==> src/rtl/fpdec_pkg.sv <==
package fpdec_pkg;

    localparam int WORD_W   = 32;
    localparam int OPC_W    = 9;
    localparam int REG_W    = 5;
    localparam int TRAP_W   = 3;
    localparam int NUM_OPND = 3;

    localparam logic [WORD_W-1:0] FMT_MASK    = 32'hC1F8_0000;
    localparam logic [WORD_W-1:0] FMT_ARITH   = 32'h81A0_0000;
    localparam logic [WORD_W-1:0] FMT_COMPARE = 32'h81A8_0000;
    localparam logic [TRAP_W-1:0] TRAP_BADREG = 3'd6;

    typedef enum logic [1:0] {
        PW_NONE = 2'd0,
        PW_SGL  = 2'd1,
        PW_DBL  = 2'd2,
        PW_QUAD = 2'd3
    } width_e;

    typedef enum logic [3:0] {
        OC_NONE = 4'd0,
        OC_ADD  = 4'd1,
        OC_SUB  = 4'd2,
        OC_MUL  = 4'd3,
        OC_DIV  = 4'd4,
        OC_SQRT = 4'd5,
        OC_CVT  = 4'd6,
        OC_MOV  = 4'd7,
        OC_NEG  = 4'd8,
        OC_ABS  = 4'd9,
        OC_CMP  = 4'd10,
        OC_CMPX = 4'd11
    } opclass_e;

    typedef struct packed {
        width_e width;
        logic   is_int;
    } opnd_t;

    typedef struct packed {
        logic     known;
        opclass_e cls;
        opnd_t    src1;
        opnd_t    src2;
        opnd_t    dst;
        logic     dst_cc;
    } optab_t;

    typedef struct packed {
        logic              unimp;
        opclass_e          cls;
        opnd_t             src1;
        opnd_t             src2;
        opnd_t             dst;
        logic [REG_W-1:0]  r1;
        logic [REG_W-1:0]  r2;
        logic [REG_W-1:0]  rd;
        logic              dst_cc;
        logic              fault;
        logic [TRAP_W-1:0] trap;
    } decout_t;

    function automatic opnd_t mk_opnd(width_e w, logic i);
        opnd_t o;
        o.width  = w;
        o.is_int = i;
        return o;
    endfunction

    function automatic opnd_t no_opnd();
        return mk_opnd(PW_NONE, 1'b0);
    endfunction

    function automatic logic misaligned(width_e w, logic [REG_W-1:0] idx);
        case (w)
            PW_DBL:  return idx[0];
            PW_QUAD: return |idx[1:0];
            default: return 1'b0;
        endcase
    endfunction

endpackage

==> src/rtl/fpdec_optable.sv <==
module fpdec_optable
    import fpdec_pkg::*;
#(
    parameter int OP_W = OPC_W
) (
    input  logic            arith_sel,
    input  logic            cmp_sel,
    input  logic [OP_W-1:0] opc,
    output optab_t          info
);

    localparam logic [1:0] LOW_NONE = 2'b00;

    width_e low_w;
    assign low_w = width_e'(opc[1:0]);

    optab_t arith_info;
    optab_t cmp_info;

    always_comb begin
        arith_info        = '0;
        arith_info.src1   = no_opnd();
        arith_info.src2   = no_opnd();
        arith_info.dst    = no_opnd();
        if (opc[OP_W-1:4] == 5'b00100 && opc[1:0] != LOW_NONE) begin
            arith_info.known = 1'b1;
            case (opc[3:2])
                2'd0:    arith_info.cls = OC_ADD;
                2'd1:    arith_info.cls = OC_SUB;
                2'd2:    arith_info.cls = OC_MUL;
                default: arith_info.cls = OC_DIV;
            endcase
            arith_info.src1 = mk_opnd(low_w, 1'b0);
            arith_info.src2 = mk_opnd(low_w, 1'b0);
            arith_info.dst  = mk_opnd(low_w, 1'b0);
        end else if (opc[OP_W-1:2] == 7'b0001010 && opc[1:0] != LOW_NONE) begin
            arith_info.known = 1'b1;
            arith_info.cls   = OC_SQRT;
            arith_info.src2  = mk_opnd(low_w, 1'b0);
            arith_info.dst   = mk_opnd(low_w, 1'b0);
        end else begin
            arith_info.known = 1'b1;
            arith_info.cls   = OC_CVT;
            case (opc)
                9'h001, 9'h005, 9'h009: begin
                    arith_info.cls  = (opc[3:2] == 2'd0) ? OC_MOV :
                                      (opc[3:2] == 2'd1) ? OC_NEG : OC_ABS;
                    arith_info.src2 = mk_opnd(PW_SGL, 1'b0);
                    arith_info.dst  = mk_opnd(PW_SGL, 1'b0);
                end
                9'h069: begin
                    arith_info.cls  = OC_MUL;
                    arith_info.src1 = mk_opnd(PW_SGL, 1'b0);
                    arith_info.src2 = mk_opnd(PW_SGL, 1'b0);
                    arith_info.dst  = mk_opnd(PW_DBL, 1'b0);
                end
                9'h06E: begin
                    arith_info.cls  = OC_MUL;
                    arith_info.src1 = mk_opnd(PW_DBL, 1'b0);
                    arith_info.src2 = mk_opnd(PW_DBL, 1'b0);
                    arith_info.dst  = mk_opnd(PW_QUAD, 1'b0);
                end
                9'h0C4: begin
                    arith_info.src2 = mk_opnd(PW_SGL, 1'b1);
                    arith_info.dst  = mk_opnd(PW_SGL, 1'b0);
                end
                9'h0C8: begin
                    arith_info.src2 = mk_opnd(PW_SGL, 1'b1);
                    arith_info.dst  = mk_opnd(PW_DBL, 1'b0);
                end
                9'h0CC: begin
                    arith_info.src2 = mk_opnd(PW_SGL, 1'b1);
                    arith_info.dst  = mk_opnd(PW_QUAD, 1'b0);
                end
                9'h0C6: begin
                    arith_info.src2 = mk_opnd(PW_DBL, 1'b0);
                    arith_info.dst  = mk_opnd(PW_SGL, 1'b0);
                end
                9'h0C7: begin
                    arith_info.src2 = mk_opnd(PW_QUAD, 1'b0);
                    arith_info.dst  = mk_opnd(PW_SGL, 1'b0);
                end
                9'h0C9: begin
                    arith_info.src2 = mk_opnd(PW_SGL, 1'b0);
                    arith_info.dst  = mk_opnd(PW_DBL, 1'b0);
                end
                9'h0CB: begin
                    arith_info.src2 = mk_opnd(PW_QUAD, 1'b0);
                    arith_info.dst  = mk_opnd(PW_DBL, 1'b0);
                end
                9'h0CD: begin
                    arith_info.src2 = mk_opnd(PW_SGL, 1'b0);
                    arith_info.dst  = mk_opnd(PW_QUAD, 1'b0);
                end
                9'h0CE: begin
                    arith_info.src2 = mk_opnd(PW_DBL, 1'b0);
                    arith_info.dst  = mk_opnd(PW_QUAD, 1'b0);
                end
                9'h0D1: begin
                    arith_info.src2 = mk_opnd(PW_SGL, 1'b0);
                    arith_info.dst  = mk_opnd(PW_SGL, 1'b1);
                end
                9'h0D2: begin
                    arith_info.src2 = mk_opnd(PW_DBL, 1'b0);
                    arith_info.dst  = mk_opnd(PW_SGL, 1'b1);
                end
                9'h0D3: begin
                    arith_info.src2 = mk_opnd(PW_QUAD, 1'b0);
                    arith_info.dst  = mk_opnd(PW_SGL, 1'b1);
                end
                default: begin
                    arith_info.known = 1'b0;
                    arith_info.cls   = OC_NONE;
                end
            endcase
        end
    end

    always_comb begin
        cmp_info      = '0;
        cmp_info.src1 = no_opnd();
        cmp_info.src2 = no_opnd();
        cmp_info.dst  = no_opnd();
        if (opc[OP_W-1:3] == 6'b001010 && opc[1:0] != LOW_NONE) begin
            cmp_info.known  = 1'b1;
            cmp_info.cls    = opc[2] ? OC_CMPX : OC_CMP;
            cmp_info.src1   = mk_opnd(low_w, 1'b0);
            cmp_info.src2   = mk_opnd(low_w, 1'b0);
            cmp_info.dst_cc = 1'b1;
        end
    end

    always_comb begin
        if (arith_sel)
            info = arith_info;
        else if (cmp_sel)
            info = cmp_info;
        else begin
            info      = '0;
            info.src1 = no_opnd();
            info.src2 = no_opnd();
            info.dst  = no_opnd();
        end
    end

endmodule

==> src/rtl/fpdec_regcheck.sv <==
module fpdec_regcheck
    import fpdec_pkg::*;
#(
    parameter int IDX_W = REG_W
) (
    input  width_e           width,
    input  logic [IDX_W-1:0] idx,
    input  logic             need_zero,
    output logic             bad
);

    always_comb begin
        if (need_zero)
            bad = |idx;
        else
            bad = misaligned(width, idx);
    end

endmodule

==> src/rtl/fpdec_outreg.sv <==
module fpdec_outreg
    import fpdec_pkg::*;
(
    input  logic    clk,
    input  logic    rst,
    input  logic    load,
    input  decout_t d,
    output decout_t q,
    output logic    q_valid
);

    always_ff @(posedge clk) begin
        if (rst) begin
            q       <= '0;
            q_valid <= 1'b0;
        end else begin
            q_valid <= load;
            if (load)
                q <= d;
        end
    end

endmodule

==> src/rtl/fpop_decoder.sv <==
module fpop_decoder
    import fpdec_pkg::*;
#(
    parameter int W_WORD = WORD_W,
    parameter int W_OPC  = OPC_W,
    parameter int W_REG  = REG_W,
    parameter int W_TRAP = TRAP_W
) (
    input  logic              clk,
    input  logic              rst,
    input  logic              in_valid,
    input  logic [W_WORD-1:0] in_word,
    output logic              out_valid,
    output logic              out_unimp,
    output logic [3:0]        out_op_class,
    output logic [1:0]        out_prec_rs1,
    output logic [1:0]        out_prec_rs2,
    output logic [1:0]        out_prec_rd,
    output logic              out_int_rs2,
    output logic              out_int_rd,
    output logic [W_REG-1:0]  out_rs1,
    output logic [W_REG-1:0]  out_rs2,
    output logic [W_REG-1:0]  out_rd,
    output logic              out_rd_is_cc,
    output logic              out_reg_fault,
    output logic [W_TRAP-1:0] out_trap_type
);

    localparam int OPC_LO = 5;
    localparam int RS1_LO = 14;
    localparam int RD_LO  = 25;

    logic              sel_arith;
    logic              sel_cmp;
    logic [W_OPC-1:0]  opc;
    logic [W_REG-1:0]  f_rs1;
    logic [W_REG-1:0]  f_rs2;
    logic [W_REG-1:0]  f_rd;
    optab_t            tab;

    assign sel_arith = (in_word & FMT_MASK) == FMT_ARITH;
    assign sel_cmp   = (in_word & FMT_MASK) == FMT_COMPARE;
    assign opc       = in_word[OPC_LO +: W_OPC];
    assign f_rs1     = in_word[RS1_LO +: W_REG];
    assign f_rs2     = in_word[0 +: W_REG];
    assign f_rd      = in_word[RD_LO +: W_REG];

    fpdec_optable #(.OP_W(W_OPC)) u_tab (
        .arith_sel (sel_arith),
        .cmp_sel   (sel_cmp),
        .opc       (opc),
        .info      (tab)
    );

    width_e           chk_w    [NUM_OPND];
    logic [W_REG-1:0] chk_idx  [NUM_OPND];
    logic             chk_zero [NUM_OPND];
    logic [NUM_OPND-1:0] chk_bad;

    always_comb begin
        chk_w[0]    = tab.src1.width;
        chk_idx[0]  = f_rs1;
        chk_zero[0] = 1'b0;
        chk_w[1]    = tab.src2.width;
        chk_idx[1]  = f_rs2;
        chk_zero[1] = 1'b0;
        chk_w[2]    = tab.dst.width;
        chk_idx[2]  = f_rd;
        chk_zero[2] = tab.dst_cc;
    end

    for (genvar g = 0; g < NUM_OPND; g++) begin : g_chk
        fpdec_regcheck #(.IDX_W(W_REG)) u_chk (
            .width     (chk_w[g]),
            .idx       (chk_idx[g]),
            .need_zero (chk_zero[g]),
            .bad       (chk_bad[g])
        );
    end

    decout_t dec_d;
    decout_t dec_q;

    always_comb begin
        dec_d        = '0;
        dec_d.unimp  = ~tab.known;
        dec_d.cls    = tab.cls;
        dec_d.src1   = tab.src1;
        dec_d.src2   = tab.src2;
        dec_d.dst    = tab.dst;
        dec_d.r1     = f_rs1;
        dec_d.r2     = f_rs2;
        dec_d.rd     = f_rd;
        dec_d.dst_cc = tab.dst_cc;
        dec_d.fault  = tab.known & (|chk_bad);
        dec_d.trap   = dec_d.fault ? TRAP_BADREG : '0;
    end

    fpdec_outreg u_oreg (
        .clk     (clk),
        .rst     (rst),
        .load    (in_valid),
        .d       (dec_d),
        .q       (dec_q),
        .q_valid (out_valid)
    );

    assign out_unimp     = dec_q.unimp;
    assign out_op_class  = dec_q.cls;
    assign out_prec_rs1  = dec_q.src1.width;
    assign out_prec_rs2  = dec_q.src2.width;
    assign out_prec_rd   = dec_q.dst.width;
    assign out_int_rs2   = dec_q.src2.is_int;
    assign out_int_rd    = dec_q.dst.is_int;
    assign out_rs1       = dec_q.r1;
    assign out_rs2       = dec_q.r2;
    assign out_rd        = dec_q.rd;
    assign out_rd_is_cc  = dec_q.dst_cc;
    assign out_reg_fault = dec_q.fault;
    assign out_trap_type = dec_q.trap;

endmodule

==> config.mk <==
export PLATFORM = sky130hd
export DESIGN_NAME = fpop_decoder
export DESIGN_NICKNAME = d
export VERILOG_FILES = /design/src/rtl/fpdec_pkg.sv /design/src/rtl/fpdec_optable.sv /design/src/rtl/fpdec_regcheck.sv /design/src/rtl/fpdec_outreg.sv /design/src/rtl/fpop_decoder.sv
export SDC_FILE = /design/constraint.sdc
export NUM_CORES = 1
export LEC_CHECK = 0
export BUFFER_PORTS_ARGS = -buffer_cell sky130_fd_sc_hd__buf_4
export CORE_UTILIZATION = 54
export DETAILED_ROUTE_END_ITERATION = 7
export GPL_TIMING_DRIVEN = 0
export PLACE_DENSITY_LB_ADDON = 0.12
export SKIP_LAST_GASP = 1
export SLEW_MARGIN = 30
export SYNTH_ARGS = -nofsm -noshare
export SYNTH_HDL_FRONTEND = slang
export SYNTH_SLANG_ARGS = --single-unit
==> constraint.sdc <==
create_clock -name clk -period 3 [get_ports clk]
set_input_delay 0.3 -clock clk [delete_from_list [all_inputs] [get_ports clk]]
set_output_delay 0.3 -clock clk [all_outputs]
set_load 0.02 [all_outputs]
==> run summary <==
The total core area came out at 3416 sq um. The first global-routing pass estimated 8832 microns of wire. TritonCTS built the clock tree.

The clock latency on the worst-skew pair came out at 0.33 ns. Of all nets on the critical path, the largest fanout is 9. The DRC violation total after the first TritonRoute iteration is between 100 and 150. Detailed routing inserted a total of 2009 vias.

In the final layout, the multi-input gates occupy ~1200 sq um. The final-report max-slew violation count came out at 0. The hold buffer count at cts came out at 0. The via density per instance came out at approximately 5.8. The number of synthesized flops with an enable pin came out at 0.

The overall die width came out at 62.53 microns. The top-level port count came out at 69. The count of cells along the worst register-to-register path came out at 4. The critical path buffer and inverter count is 3. The average footprint of a synthesized cell came out at 8.601 sq um. The number of global-route vias before repair came out at 1910. The internal portion of the total power is 652.2 uW. The number of diodes added for antenna fixing came out at 0. After synthesis, the cell types taking the most area are sky130_fd_sc_hd__dfxtp_1 31%, sky130_fd_sc_hd__mux2i_1 9.1%, sky130_fd_sc_hd__nor2_1 5.7%, sky130_fd_sc_hd__a21oi_1 4.3%, sky130_fd_sc_hd__o211ai_1 4.2%. The share of total power in sequential cells is 48.1%. The wire-length estimate of the detail-placed layout is 4071 microns.

The number of filler instances in the final layout came out at 269. For this block, the routed nets add up to 5221 microns of wire. Net switching is 27.92% of the power. In this run the worst setup path terminates at u_oreg.q[1]$_SDFFE_PP0P_. The fraction of final layout cells sized beyond drive strength 1 came out at roughly 32%. The number of distinct library cells after synthesis came out at just under 60. The die boundary height came out at 62.53 microns.

The register-to-register setup slack came out at 1.94 ns. Across the VDD grid, the largest voltage drop is 0.3613 mV. The buffer count from post-CTS setup fixing came out at 0. In the synthesized netlist, the number of instances is 230.

The clock period minus final worst setup slack came out at 2.303 ns. The post-CTS clock slew at the launch and capture registers of the worst setup and hold paths came out at approximately 0.10 ns. In this run the tool buffered the top-level ports with 65 buffer cells. Traced cell by cell, the critical path runs through buf_4 -> inv_1 -> ha_1 -> clkbuf_2 -> o311ai_1 -> o21ai_0 -> o211ai_1 -> nand2b_1 -> a211oi_1 -> a221oi_2. The cell sitting at the root of the clock tree is a sky130_fd_sc_hd__clkbuf_4. The worst pin sits at a relative slew slack of roughly half. By startpoint and endpoint, the worst setup path is classified as in2reg.

The share of Yosys cell area claimed by the top area cell type is 31.37%. The critical path runs through a total of 10 cells. The clock network fraction of design power is 30.5%. On the critical path, the stage with the largest delay is an instance of sky130_fd_sc_hd__o311ai_1. The peak clock frequency supported by timing is 0.4342 GHz.

The required time at the endpoint of the critical path is 3.20 ns. The post-route antenna net violation count is 0. The worst clock skew is 0 ns.

Setup total negative slack on the finished layout was measured at 0 ns. The net count of the finished layout is 342. The number of iterations in the first detailed-routing pass is 4. The die covers 3909 sq um. Setup violations remaining at the end of the flow were counted as 0. The register area came out at 620.6 sq um. Routability-driven placement finished with a final weighted congestion of 0.9072. The share of total power in combinational logic is 21.4%.

The power dissipated by switching net loads came out at 252.6 uW. The clock tree buffer depth is 2. In this run the critical register-to-register path is captured at u_oreg.q[1]$_SDFFE_PP0P_. The post-cts sizing count came out at 0.

The run finished with clean final reports. The H-tree depth is 2. In the synthesized netlist the dominant register cell turns out to be sky130_fd_sc_hd__dfxtp_1.

In this run the worst hold path is classified as in2reg. The post-detailed-route wirelength per cell came out at 14.96 microns. The startpoint identified for the worst register-to-register timing path is u_oreg.q[1]$_SDFFE_PP0P_.

STA classifies the critical path endpoint as a flop. The total standard cell area after synthesis came out at 1978 sq um. The global route total overflow is 0. In the routed design, unresolved DRC markers number 0. The critical path's top delay family is compound AO/OA/AOI/OAI gates. The max-cap check violation count came out at 0. The share of the Yosys chip area taken by registers is 31.37%. The final total power came out at around 900 uW. The final number of hold-violating endpoints came to 0. When the netlist entered floorplanning its net count stood at 270. The initial antenna violation count came out at 0. The data arrival time of the critical path is 2.50 ns. The delay of the slowest cell on the worst path came out at 0.58 ns. The initial standard-cell utilization of the core came out at between 50 and 60%. The slew at the pin with the worst max-slew slack is 0.7325 ns. The total clock buffers created by CTS is 5. The power density over the cells is 349.0 nW/um^2.

The number of rows in the core area is 21. The pin count of the biggest net entering global routing came out at 11. In the synthesized netlist the async set-or-reset flop fraction comes to 0%. The clock net in this run drives a total of 31 sinks. The number of flip-flops and latches in the synthesized netlist came out at 31. The worst setup path is launched from an input pin.

Setup repair after global routing left no endpoint under its margin. The most critical setup path has its startpoint at in_word[7]. The area growth from synthesis to layout is 31.06%. The leakage power came out at 0.001179 uW. After layout, the worst setup slack is 0.6968 ns. The setup slack after placement came out at 0.4418 ns. Of the available clock period, the critical path in the final layout requires 76.77%. The biggest area contributor in the post-synthesis netlist is sky130_fd_sc_hd__dfxtp_1. The combined global-route utilization of all metal layers came out at between 20 and 30%. The count of synthesis-stage warnings from yosys came out at 0.
[state kept, by name, summed over array words and instances (netlist names)]
| name | count |
|---|---|
| u_oreg.q | 30 |
| u_oreg.q_valid | 1 |
[worst min-delay path, stage by stage]
cell and delay [ns]:
sky130_fd_sc_hd__buf_4 0.08, sky130_fd_sc_hd__mux2i_1 0.05, sky130_fd_sc_hd__nor2_1 0.07
[worst min path at each step]
stage	start	to	slack (ns)	depth (start not counted)
after floorplan	in_word[2]	u_oreg.q[12]$_SDFFE_PP0P_	0.45	2
after global placement	u_oreg.q[21]$_SDFFE_PP0P_	u_oreg.q[21]$_SDFFE_PP0P_	0.46	2
after detailed placement	u_oreg.q[25]$_SDFFE_PP0P_	u_oreg.q[25]$_SDFFE_PP0P_	0.46	2
after CTS	in_word[4]	u_oreg.q[14]$_SDFFE_PP0P_	0.19	3
after global routing	in_word[3]	u_oreg.q[13]$_SDFFE_PP0P_	0.21	3
final	in_word[18]	u_oreg.q[19]$_SDFFE_PP0P_	0.20	3
[power by group through the flow]
stage | Combinational, uW | Clock (uW) | Sequential, uW
6_report | 194 | 276 | 435
4_1_cts | 193 | 278 | 435
3_5_place_dp | 192 | 0 | 445
2_1_floorplan | 83.7 | 0 | 464
3_3_place_gp | 188 | 0 | 444
5_1_grt | 210 | 298 | 437
[layer usage]
| metal | vias to the layer above | track usage [%] | part of all wire, % |
|---|---|---|---|
| met5 | - | 0 | 0 |
| met4 | 0 | 10.47 | 2.3 |
| met3 | 15 | 8.942 | 7.9 |
| met2 | 90 | 43.61 | 45 |
| met1 | 925 | 37.33 | 45 |
| li1 | 979 | - | - |
[cells in the mapped netlist, types with 2 or more instances]
cell and count:
sky130_fd_sc_hd__o21ai_0 8, sky130_fd_sc_hd__buf_2 2, sky130_fd_sc_hd__a21oi_1 17, sky130_fd_sc_hd__nor2b_1 4, sky130_fd_sc_hd__o211ai_1 11, sky130_fd_sc_hd__buf_1 3
sky130_fd_sc_hd__and2b_1 3, sky130_fd_sc_hd__inv_1 7, sky130_fd_sc_hd__clkbuf_1 5, sky130_fd_sc_hd__nand4_1 4, sky130_fd_sc_hd__or4_1 3, sky130_fd_sc_hd__nor2_1 30
sky130_fd_sc_hd__nand2_2 2, sky130_fd_sc_hd__dfxtp_1 31, sky130_fd_sc_hd__nand3_1 7, sky130_fd_sc_hd__mux2i_1 18, sky130_fd_sc_hd__and3_1 2, sky130_fd_sc_hd__nor2_2 2
sky130_fd_sc_hd__buf_4 3, sky130_fd_sc_hd__and3b_1 3, sky130_fd_sc_hd__o2111ai_1 2, sky130_fd_sc_hd__nand2_1 8, sky130_fd_sc_hd__and2_1 3, sky130_fd_sc_hd__ha_1 5
sky130_fd_sc_hd__o21ai_1 2, sky130_fd_sc_hd__clkbuf_2 2, sky130_fd_sc_hd__nand2b_1 8, sky130_fd_sc_hd__a211oi_1 5
[stage by stage]
| stage | hold WS (ns) | util [%] | cell area (sq um) | instances |
|---|---|---|---|---|
| 6_report | 0.1994 | 75.90 | 2592 | 349 |
| 2_1_floorplan | 0.4473 | - | 1978 | 230 |
| 4_1_cts | 0.1939 | 75.90 | 2592 | 349 |
| 3_5_place_dp | 0.4620 | 73.88 | 2524 | 341 |
| 3_3_place_gp | 0.4584 | 73.88 | 2524 | 341 |
| 5_1_grt | 0.2086 | 75.90 | 2592 | 349 |
[cell type report]
type / count / area share, %
Tap cell: 46 / 2.220
Timing Repair Buffer: 65 / 18.82
Sequential cell: 31 / 23.94
Buffer: 16 / 3.234
Multi-Input combinational cell: 176 / 48.12
Inverter: 7 / 1.014
Clock buffer: 8 / 2.654
[cells by family after synthesis]
kind of cell,share of synthesized area (%)
other cells,0.1896
mux,9.108
flops,31.37
simple gates,30.36
compound gates,20.24
buf+inv,5.566
fa+ha+maj,3.163
[cell usage in the layout, fill, tap and decap left out, drive strengths merged, types with 4 or more instances in the layout]
cell     n
nor2    32
a211oi   5
nand3    7
inv      7
o21ai   11
and3b    4
nand2b   8
ha       5
buf     74
mux2i   18
nand2   10
nor2b    4
nand4    4
a21oi   17
dfxtp   31
clkbuf  15
o211ai  11
No activity file was read; power rests on OpenSTA's default activity.
